--- src/rtl/bsr_pkg.sv ---
package bsr_pkg;

    // Register action selected for the next rising edge
    typedef enum logic [1:0] {
        MODE_KEEP    = 2'b00,
        MODE_UP      = 2'b01,
        MODE_DOWN    = 2'b10,
        MODE_CAPTURE = 2'b11
    } bsr_mode_e;

endpackage

--- src/rtl/bsr_mode_decode.sv ---
module bsr_mode_decode
    import bsr_pkg::*;
(
    input  logic [1:0] mode_sel,
    output bsr_mode_e  mode,
    output logic       capture
);

    always_comb begin
        mode    = bsr_mode_e'(mode_sel);
        capture = (mode == MODE_CAPTURE);
    end

endmodule

--- src/rtl/bsr_store.sv ---
module bsr_store
    import bsr_pkg::*;
#(
    parameter int WIDTH = 8
) (
    input  logic             clk,
    input  logic             clear_n,
    input  bsr_mode_e        mode,
    input  logic             fill_up,
    input  logic             fill_down,
    input  logic [WIDTH-1:0] par_in,
    output logic [WIDTH-1:0] word_q
);

    localparam int TOP = WIDTH - 1;

    logic [WIDTH-1:0] word_d;

    // Next-word selection; a low clear overrides every mode
    always_comb begin
        word_d = word_q;
        if (!clear_n) begin
            word_d = '0;
        end else begin
            unique case (mode)
                MODE_KEEP:    word_d = word_q;
                MODE_UP:      word_d = {word_q[TOP-1:0], fill_up};
                MODE_DOWN:    word_d = {fill_down, word_q[TOP:1]};
                MODE_CAPTURE: word_d = par_in;
                default:      word_d = word_q;
            endcase
        end
    end

    // Register with no reset: the synchronous clear gives the known state
    always_ff @(posedge clk) begin
        word_q <= word_d;
    end

endmodule

--- src/rtl/bsr_port_gate.sv ---
module bsr_port_gate #(
    parameter int WIDTH = 8
) (
    input  logic [WIDTH-1:0] word_q,
    input  logic             capture,
    input  logic             hide_a,
    input  logic             hide_b,
    output logic [WIDTH-1:0] par_out,
    output logic [WIDTH-1:0] par_oe,
    output logic             low_end,
    output logic             high_end
);

    logic drive_en;

    always_comb begin
        drive_en = ~hide_a & ~hide_b & ~capture;
        par_out  = word_q;
        low_end  = word_q[0];
        high_end = word_q[WIDTH-1];
    end

    // One driver enable per pin of the shared port
    for (genvar i = 0; i < WIDTH; i++) begin : g_pin
        assign par_oe[i] = drive_en;
    end

endmodule

--- src/rtl/bidir_shift_reg.sv ---
module bidir_shift_reg
    import bsr_pkg::*;
#(
    parameter int WIDTH = 8
) (
    input  logic             clk,
    input  logic             clear_n,
    input  logic [1:0]       mode_sel,
    input  logic             hide_a,
    input  logic             hide_b,
    input  logic             fill_up,
    input  logic             fill_down,
    input  logic [WIDTH-1:0] par_in,
    output logic [WIDTH-1:0] par_out,
    output logic [WIDTH-1:0] par_oe,
    output logic             low_end,
    output logic             high_end
);

    bsr_mode_e        mode;
    logic             capture;
    logic [WIDTH-1:0] word_q;

    bsr_mode_decode u_decode (
        .mode_sel (mode_sel),
        .mode     (mode),
        .capture  (capture)
    );

    bsr_store #(.WIDTH(WIDTH)) u_store (
        .clk       (clk),
        .clear_n   (clear_n),
        .mode      (mode),
        .fill_up   (fill_up),
        .fill_down (fill_down),
        .par_in    (par_in),
        .word_q    (word_q)
    );

    bsr_port_gate #(.WIDTH(WIDTH)) u_gate (
        .word_q   (word_q),
        .capture  (capture),
        .hide_a   (hide_a),
        .hide_b   (hide_b),
        .par_out  (par_out),
        .par_oe   (par_oe),
        .low_end  (low_end),
        .high_end (high_end)
    );

endmodule

--- config.mk ---
export PLATFORM = sky130hd
export DESIGN_NAME = bidir_shift_reg
export DESIGN_NICKNAME = d
export VERILOG_FILES = /design/src/rtl/bsr_pkg.sv /design/src/rtl/bsr_mode_decode.sv /design/src/rtl/bsr_store.sv /design/src/rtl/bsr_port_gate.sv /design/src/rtl/bidir_shift_reg.sv
export SDC_FILE = /design/constraint.sdc
export NUM_CORES = 1
export LEC_CHECK = 0
export CAP_MARGIN = 20
export CORE_MARGIN = 1.5
export CORE_UTILIZATION = 39
export DETAILED_ROUTE_END_ITERATION = 6
export PLACE_DENSITY = 0.82
export SLEW_MARGIN = 20
export SYNTH_ARGS = -nofsm -noshare
export SYNTH_HDL_FRONTEND = slang
export SYNTH_HIERARCHICAL = 1
export SYNTH_SLANG_ARGS = --single-unit
--- constraint.sdc ---
create_clock -name clk -period 1.5 [get_ports clk]
set_input_delay 0.3 -clock clk [delete_from_list [all_inputs] [get_ports clk]]
set_output_delay 0.3 -clock clk [all_outputs]
set_load 0.03 [all_outputs]
==> impl_metrics.csv, run 1 <==
group,metric,value,unit
run_status,status,"complete, no violations",
clocking,clk-insertion-delay-late,260,ps
clocking,htree_levels,1,
die,die-height,41.6,um
pwr,ir_worst_vdd,453,uV
pwr,clockPowerShare,27.7,%
detailed_routing,dr_total_vias,433,
layout,antenna_cells,0,
die,die_w,41.6,um
sta,fin_crit,1480,ps
die,coreArea,1350,um^2
grt,track_usage,14.2,%
clocking,cts_buffer_depth,2,
clocking,path_clk_slew,60,ps
pwr,swShare,31.8,%
synthesis,synth_cell_type_count,11,
worst_setup_path,worst_r2r_path_depth,2,
worst_setup_path,crit_buf_inv,3,
placement,pre_cts_slack,-122,ps
layout,stdcell_area,761,um^2
worst_setup_path,cp.depth,5,
detailed_routing,totalWireLength,1140,um
die,rows,13,
worst_setup_path,worst_path_max_delay_cell,"dlygate4sd2_1",
grt,grt_max_degree,17,
clocking,cts_tree,"done",
detailed_routing,drtPass1Iterations,1,
pwr,combPwrFrac,32.8,%
sta,setup_ws,20.7,ps
synthesis,ys_warn_count,6,
worst_setup_path,cp_max_fo,8,
die,io_pins,34,
layout,syn2layout_area_growth,30.8,%
worst_setup_path,critPathKind,"in -> out",
pwr,pwr_density_cell,792,nW/um^2
clocking,clock-root-buffer,"clkbuf_4",
detailed_routing,wl_per_cell,12.7,um
worst_setup_path,end_kind,"output pin",
run,cap_viol_max_count,0,
clocking,cts_hold_buffers,0,
sta,rsz0062_at_grt,"true",
synthesis,yosysSeqAreaShare,27.5,%
sta,relSlewSlack,76.0,%
synthesis,synthesis.nets,75,
grt,grt_pass1_vias,405,
sta,fin_worst_skew,5.41,ps
detailed_routing,ant_nets,0,
die,initial_core_util,43.1,%
synthesis,synth_area,582,um^2
placement,portBuffers,33,
worst_setup_path,cp-start-kind,"primary input",
worst_setup_path,crit_top_cell,"buf_4",
grt,grt_use_met2,20.6,%
clocking,cts_made_buffers,3,
placement,gp_congestion,0.686,
grt,grtUsageMet3,6.52,%
layout,top_register,"u_store/word_q",
sta,max_freq,676,MHz
sta,fin_hold_ws,586,ps
grt,top_usage_layer,"met2",
grt,grt_pass1_wl,1860,um
worst_setup_path,ff2ff_setup_slack,780,ps
sta,worst_slew_pin_slew,360,ps
worst_setup_path,worstPathArrival,1180,ps
worst_setup_path,cp-startpoint,"mode_sel[1]",
clocking,cts.sinks,8,
worst_setup_path,worstSetupEndpoint,"par_oe[5]",
pwr,sequentialPowerShare,39.5,%
pwr,p_int,0.411,mW
synthesis,syn_inst,59,
worst_setup_path,crit_chain,"dlygate4sd2_1, and2_4, nor3_2, buf_4, buf_4",
layout,drive_gt1_share,21.3,%
worst_setup_path,crit_family,"buffers and inverters",
grt,antenna_found_initial,0,
worst_setup_path,slowest_delay,240,ps
synthesis,ys_ff_latch,8,
sta,slew_violations,0,
sta,setup_violations,0,
sta,hold_viol,0,
layout,nNetsFinal,93,
detailed_routing,vias_per_cell,4.81,
worst_setup_path,crit-reg2reg-capture,"u_store/word_q[6]$_SDFFE_PN0P_",
grt,grt_use_met1,17.9,%
sta,finalCritPeriodShare,98.6,%
worst_setup_path,required,1200,ps
hold_path,hold_class,"reg -> reg",
detailed_routing,drc,0,
placement,post_dp_cell_area,748,um^2
synthesis,postSynthAreaPerCell,9.86,um^2
layout,largest_register_ffs,8,
layout,reg.largest.list,"u_store/word_q: 8 flops",
pwr,power_leakage,0.383,nW
detailed_routing,drtIter0Drc,0,
worst_setup_path,reg2reg_from,"u_store/word_q[6]$_SDFFE_PN0P_",
grt,gr-total-overflow,0,
pwr,p_switching,0.191,mW
die,die_area,1730,um^2
## layout make-up
cell class,count,area [um^2]
Multi-Input combinational cell,28,239
Fill cell,132,589
Tap cell,15,18.8
Sequential cell,8,160
Clock buffer,3,22.5
Timing Repair Buffer,36,320
## metal layers
| metal | up-vias | wire length (um) |
|---|---|---|
| li1 | 221 | - |
| met1 | 192 | 495 |
| met2 | 18 | 553 |
| met3 | 2 | 80 |
| met4 | 0 | 14 |
| met5 | - | 0 |
## through the flow
stage	total power [mW]	TNS [ps]	utilization, %	instances
6_report	0.602	0	56.3	90
5_1_grt	0.632	-120	56.3	90
4_1_cts	0.608	0	56.3	90
3_5_place_dp	0.452	-974	55.4	87
3_3_place_gp	0.449	-650	55.4	87
2_1_floorplan	0.400	0	-	59
## kinds of logic (layout without fill, tap and decap cells)
| family | Yosys count | after routing | share of synthesized area [%] |
|---|---|---|---|
| AO/OA/AOI/OAI | 8 | 8 | 8.60 |
| multiplexers | 16 | 16 | 27.5 |
| AND/OR/NAND/NOR | 4 | 4 | 4.52 |
| flip-flops | 8 | 8 | 27.5 |
| buffers and inverters | 23 | 39 | 31.8 |
## how the worst min path moves through the flow
stage	endpoint	startpoint	cells past startpoint	slack [ps]
finish	u_store/word_q[3]$_SDFFE_PN0P_	u_store/word_q[3]$_SDFFE_PN0P_	2	590
global route	u_store/word_q[6]$_SDFFE_PN0P_	u_store/word_q[7]$_SDFFE_PN0P_	2	630
CTS	u_store/word_q[3]$_SDFFE_PN0P_	u_store/word_q[3]$_SDFFE_PN0P_	2	590
detailed placement	u_store/word_q[0]$_SDFFE_PN0P_	u_store/word_q[1]$_SDFFE_PN0P_	2	580
global placement	u_store/word_q[0]$_SDFFE_PN0P_	u_store/word_q[0]$_SDFFE_PN0P_	2	570
floorplan	u_store/word_q[7]$_SDFFE_PN0P_	fill_down	2	490
## cell usage in the layout, fill, tap and decap left out
cell type | synthesis | routed
nor3_2 | 1 | 1
buf_6 | 1 | 1
clkdlybuf4s50_1 | 0 | 12
mux2i_1 | 16 | 16
nand2_1 | 1 | 1
buf_4 | 20 | 10
dfxtp_1 | 8 | 8
dlygate4sd2_1 | 0 | 13
nand2b_1 | 1 | 1
and2_4 | 0 | 1
clkbuf_4 | 0 | 3
o22ai_1 | 8 | 8
## repair_timing
action	4_1_cts	5_1_grt
cloned	0	0
gates resized for setup	15	0
setup buffers	0	0
endpoints found under the setup margin	18	7
endpoints found under the hold margin	0	0
pin swaps	2	0
## cell usage after synthesis
| library cell | count | area share (%) |
|---|---|---|
| buf_4 | 20 | 26 |
| mux2i_1 | 16 | 28 |
| dfxtp_1 | 8 | 28 |
| o22ai_1 | 8 | 8.6 |
| and2_1 | 1 | 1.1 |
| buf_1 | 1 | 0.64 |
| buf_12 | 1 | 3.4 |
| buf_6 | 1 | 1.9 |
| nand2_1 | 1 | 0.64 |
| nand2b_1 | 1 | 1.1 |
| nor3_2 | 1 | 1.7 |
## worst min-delay path: stages, from the launching register on
cell	delay, ps
dfxtp_1	330
mux2i_1	130
o22ai_1	80
## power by group through the flow
stage                     Combinational [mW]  Clock (mW)  Sequential, mW
after floorplan                        0.160           0           0.239
after global placement                 0.207           0           0.242
after detailed placement               0.209           0           0.243
after CTS                              0.199       0.171           0.238
after global routing                   0.209       0.183           0.240
final                                  0.198       0.167           0.238
Note: power is estimated with default switching activity, not from simulation.
==> run 2, diff against run 1 <==
SETUP_SLACK_MARGIN = 0.1   (was not set)
==> impl_metrics.csv, run 2 (synthesis results as in run 1) <==
group,metric,value,unit
run_status,status,"complete, no violations",
sta,finalCritPeriodShare,90.8,%
layout,syn2layout_area_growth,33.3,%
worst_setup_path,slowest_delay,240,ps
hold_path,holdPathEnd,"u_store/word_q[3]$_SDFFE_PN0P_",
worst_setup_path,crit-reg2reg-capture,"u_store/word_q[6]$_SDFFE_PN0P_",
sta,fin_setup_tns,0,ps
layout,stdcell_count,90,
sta,fin_worst_skew,5.40,ps
die,die_area,1730,um^2
pwr,clockPowerShare,27.4,%
layout,ff_latch_area,160,um^2
pwr,p_int,0.415,mW
die,die-height,41.6,um
hold_path,hold_start,"u_store/word_q[3]$_SDFFE_PN0P_",
sta,setup_violations,0,
run,cap_viol_max_count,0,
grt,gr-total-overflow,0,
layout,top_register,"u_store/word_q",
detailed_routing,wl_per_cell,13.0,um
grt,grt_pass1_vias,415,
worst_setup_path,end_kind,"output pin",
hold_path,hold_depth,2,
clocking,cts_hold_buffers,0,
die,coreArea,1350,um^2
layout,antenna_cells,0,
detailed_routing,drtPass1Iterations,1,
pwr,p_switching,0.193,mW
worst_setup_path,worst_r2r_path_depth,2,
worst_setup_path,reg2reg_from,"u_store/word_q[6]$_SDFFE_PN0P_",
pwr,pwr_density_cell,783,nW/um^2
clocking,htree_levels,1,
layout,mostFrequentLayoutCells,"mux2i_1, clkdlybuf4s50_1, dlygate4sd2_1, o22ai_1, dfxtp_1",
layout,fillers,130,
layout,reg.largest.list,"u_store/word_q: 8 flops",
sta,rsz0062_at_grt,"false",
die,io_pins,34,
clocking,cts_setup_buffers,0,
placement,dp.cells,87,
die,die_w,41.6,um
detailed_routing,drc,0,
worst_setup_path,cp-start-kind,"primary input",
detailed_routing,dr_total_vias,435,
placement,gp_congestion,0.686,
pwr,ir_worst_vdd,453,uV
layout,post-route-util,57.5,%
grt,grt_pass1_wl,1920,um
sta,max_freq,734,MHz
clocking,path_clk_slew,60,ps
worst_setup_path,cp_max_fo,8,
clocking,cts.sinks,8,
sta,fin_crit,1360,ps
sta,hold_viol,0,
sta,worst_slew_pin_slew,360,ps
pwr,combPwrFrac,33.5,%
grt,track_usage,14.6,%
detailed_routing,drtIter0Drc,0,
layout,nNetsFinal,93,
clocking,cts_buffer_depth,2,
clocking,cts_tree,"done",
sta,fin_hold_ws,586,ps
layout,largest_register_ffs,8,
layout,multiInputGateArea,239,um^2
die,rows,13,
clocking,clock-root-buffer,"clkbuf_4",
pwr,p_total,0.608,mW
pwr,swShare,31.8,%
detailed_routing,ant_nets,0,
sta,relSlewSlack,76.0,%
sta,slew_violations,0,
layout,drive_gt1_share,24.0,%
grt,antenna_found_initial,0,
pwr,sequentialPowerShare,39.1,%
clocking,clk-insertion-delay-late,260,ps
layout,final_common_cell,"mux2i_1",
worst_setup_path,worstPathArrival,1060,ps
die,initial_core_util,43.1,%
placement,portBuffers,33,
worst_setup_path,critPathKind,"in -> out",
pwr,power_leakage,0.384,nW
hold_path,hold_class,"reg -> reg",
detailed_routing,vias_per_cell,4.83,
detailed_routing,totalWireLength,1170,um
clocking,cts_made_buffers,3,
worst_setup_path,required,1200,ps
grt,grt_max_degree,17,
worst_setup_path,worst_path_max_delay_cell,"dlygate4sd2_1",
worst_setup_path,ff2ff_setup_slack,780,ps
worst_setup_path,crit_chain,"dlygate4sd2_1, nor3_2, buf_6, buf_4",
-- run 2: power by group through the flow --
stage	Clock [mW]	Sequential (mW)	Combinational, mW
floorplan	0	0.239	0.160
global placement	0	0.242	0.207
detailed placement	0	0.243	0.209
CTS	0.171	0.238	0.202
global route	0.183	0.241	0.214
finish	0.167	0.238	0.203
-- run 2: per-layer routing --
| metal | wire, um | global-route usage [%] |
|---|---|---|
| met3 | 80 | 6.52 |
| met2 | 565 | 21.3 |
| met5 | 0 | 0 |
| met1 | 509 | 18.7 |
| met4 | 14 | 5.81 |
-- run 2: how the worst max path moves through the flow --
stage / startpoint / to / depth (start not counted)
2_1_floorplan: mode_sel[0] / par_oe[0] / 3
5_1_grt: u_store/word_q[4]$_SDFFE_PN0P_ / par_out[4] / 1
6_report: hide_b / par_oe[4] / 4
4_1_cts: hide_b / par_oe[4] / 4
3_3_place_gp: mode_sel[0] / par_oe[3] / 5
3_5_place_dp: mode_sel[0] / par_oe[1] / 5
-- run 2: through the flow --
| stage | area [um^2] | setup slack, ps |
|---|---|---|
| floorplan | 582 | 238 |
| global placement | 748 | -82.0 |
| detailed placement | 748 | -122 |
| CTS | 771 | 120 |
| global route | 776 | 104 |
| finish | 776 | 138 |
-- run 2: layout make-up --
type                       count  area share, %
tap                           15           2.42
multi-input combinational     28           30.8
clock buffer                   3           2.90
sequential                     8           20.6
timing repair buffer          36           43.2
-- run 2: repair_timing --
item                       4_1_cts  5_1_grt
setup endpoints to repair       18        3
pin swaps                        2        0
gates resized for setup         27        2
cloned                           0        0
-- run 2: critical path, delay by kind of cell --
kind | cells | cell delay (ps)
simple gates | 1 | 200
buf+inv | 3 | 560
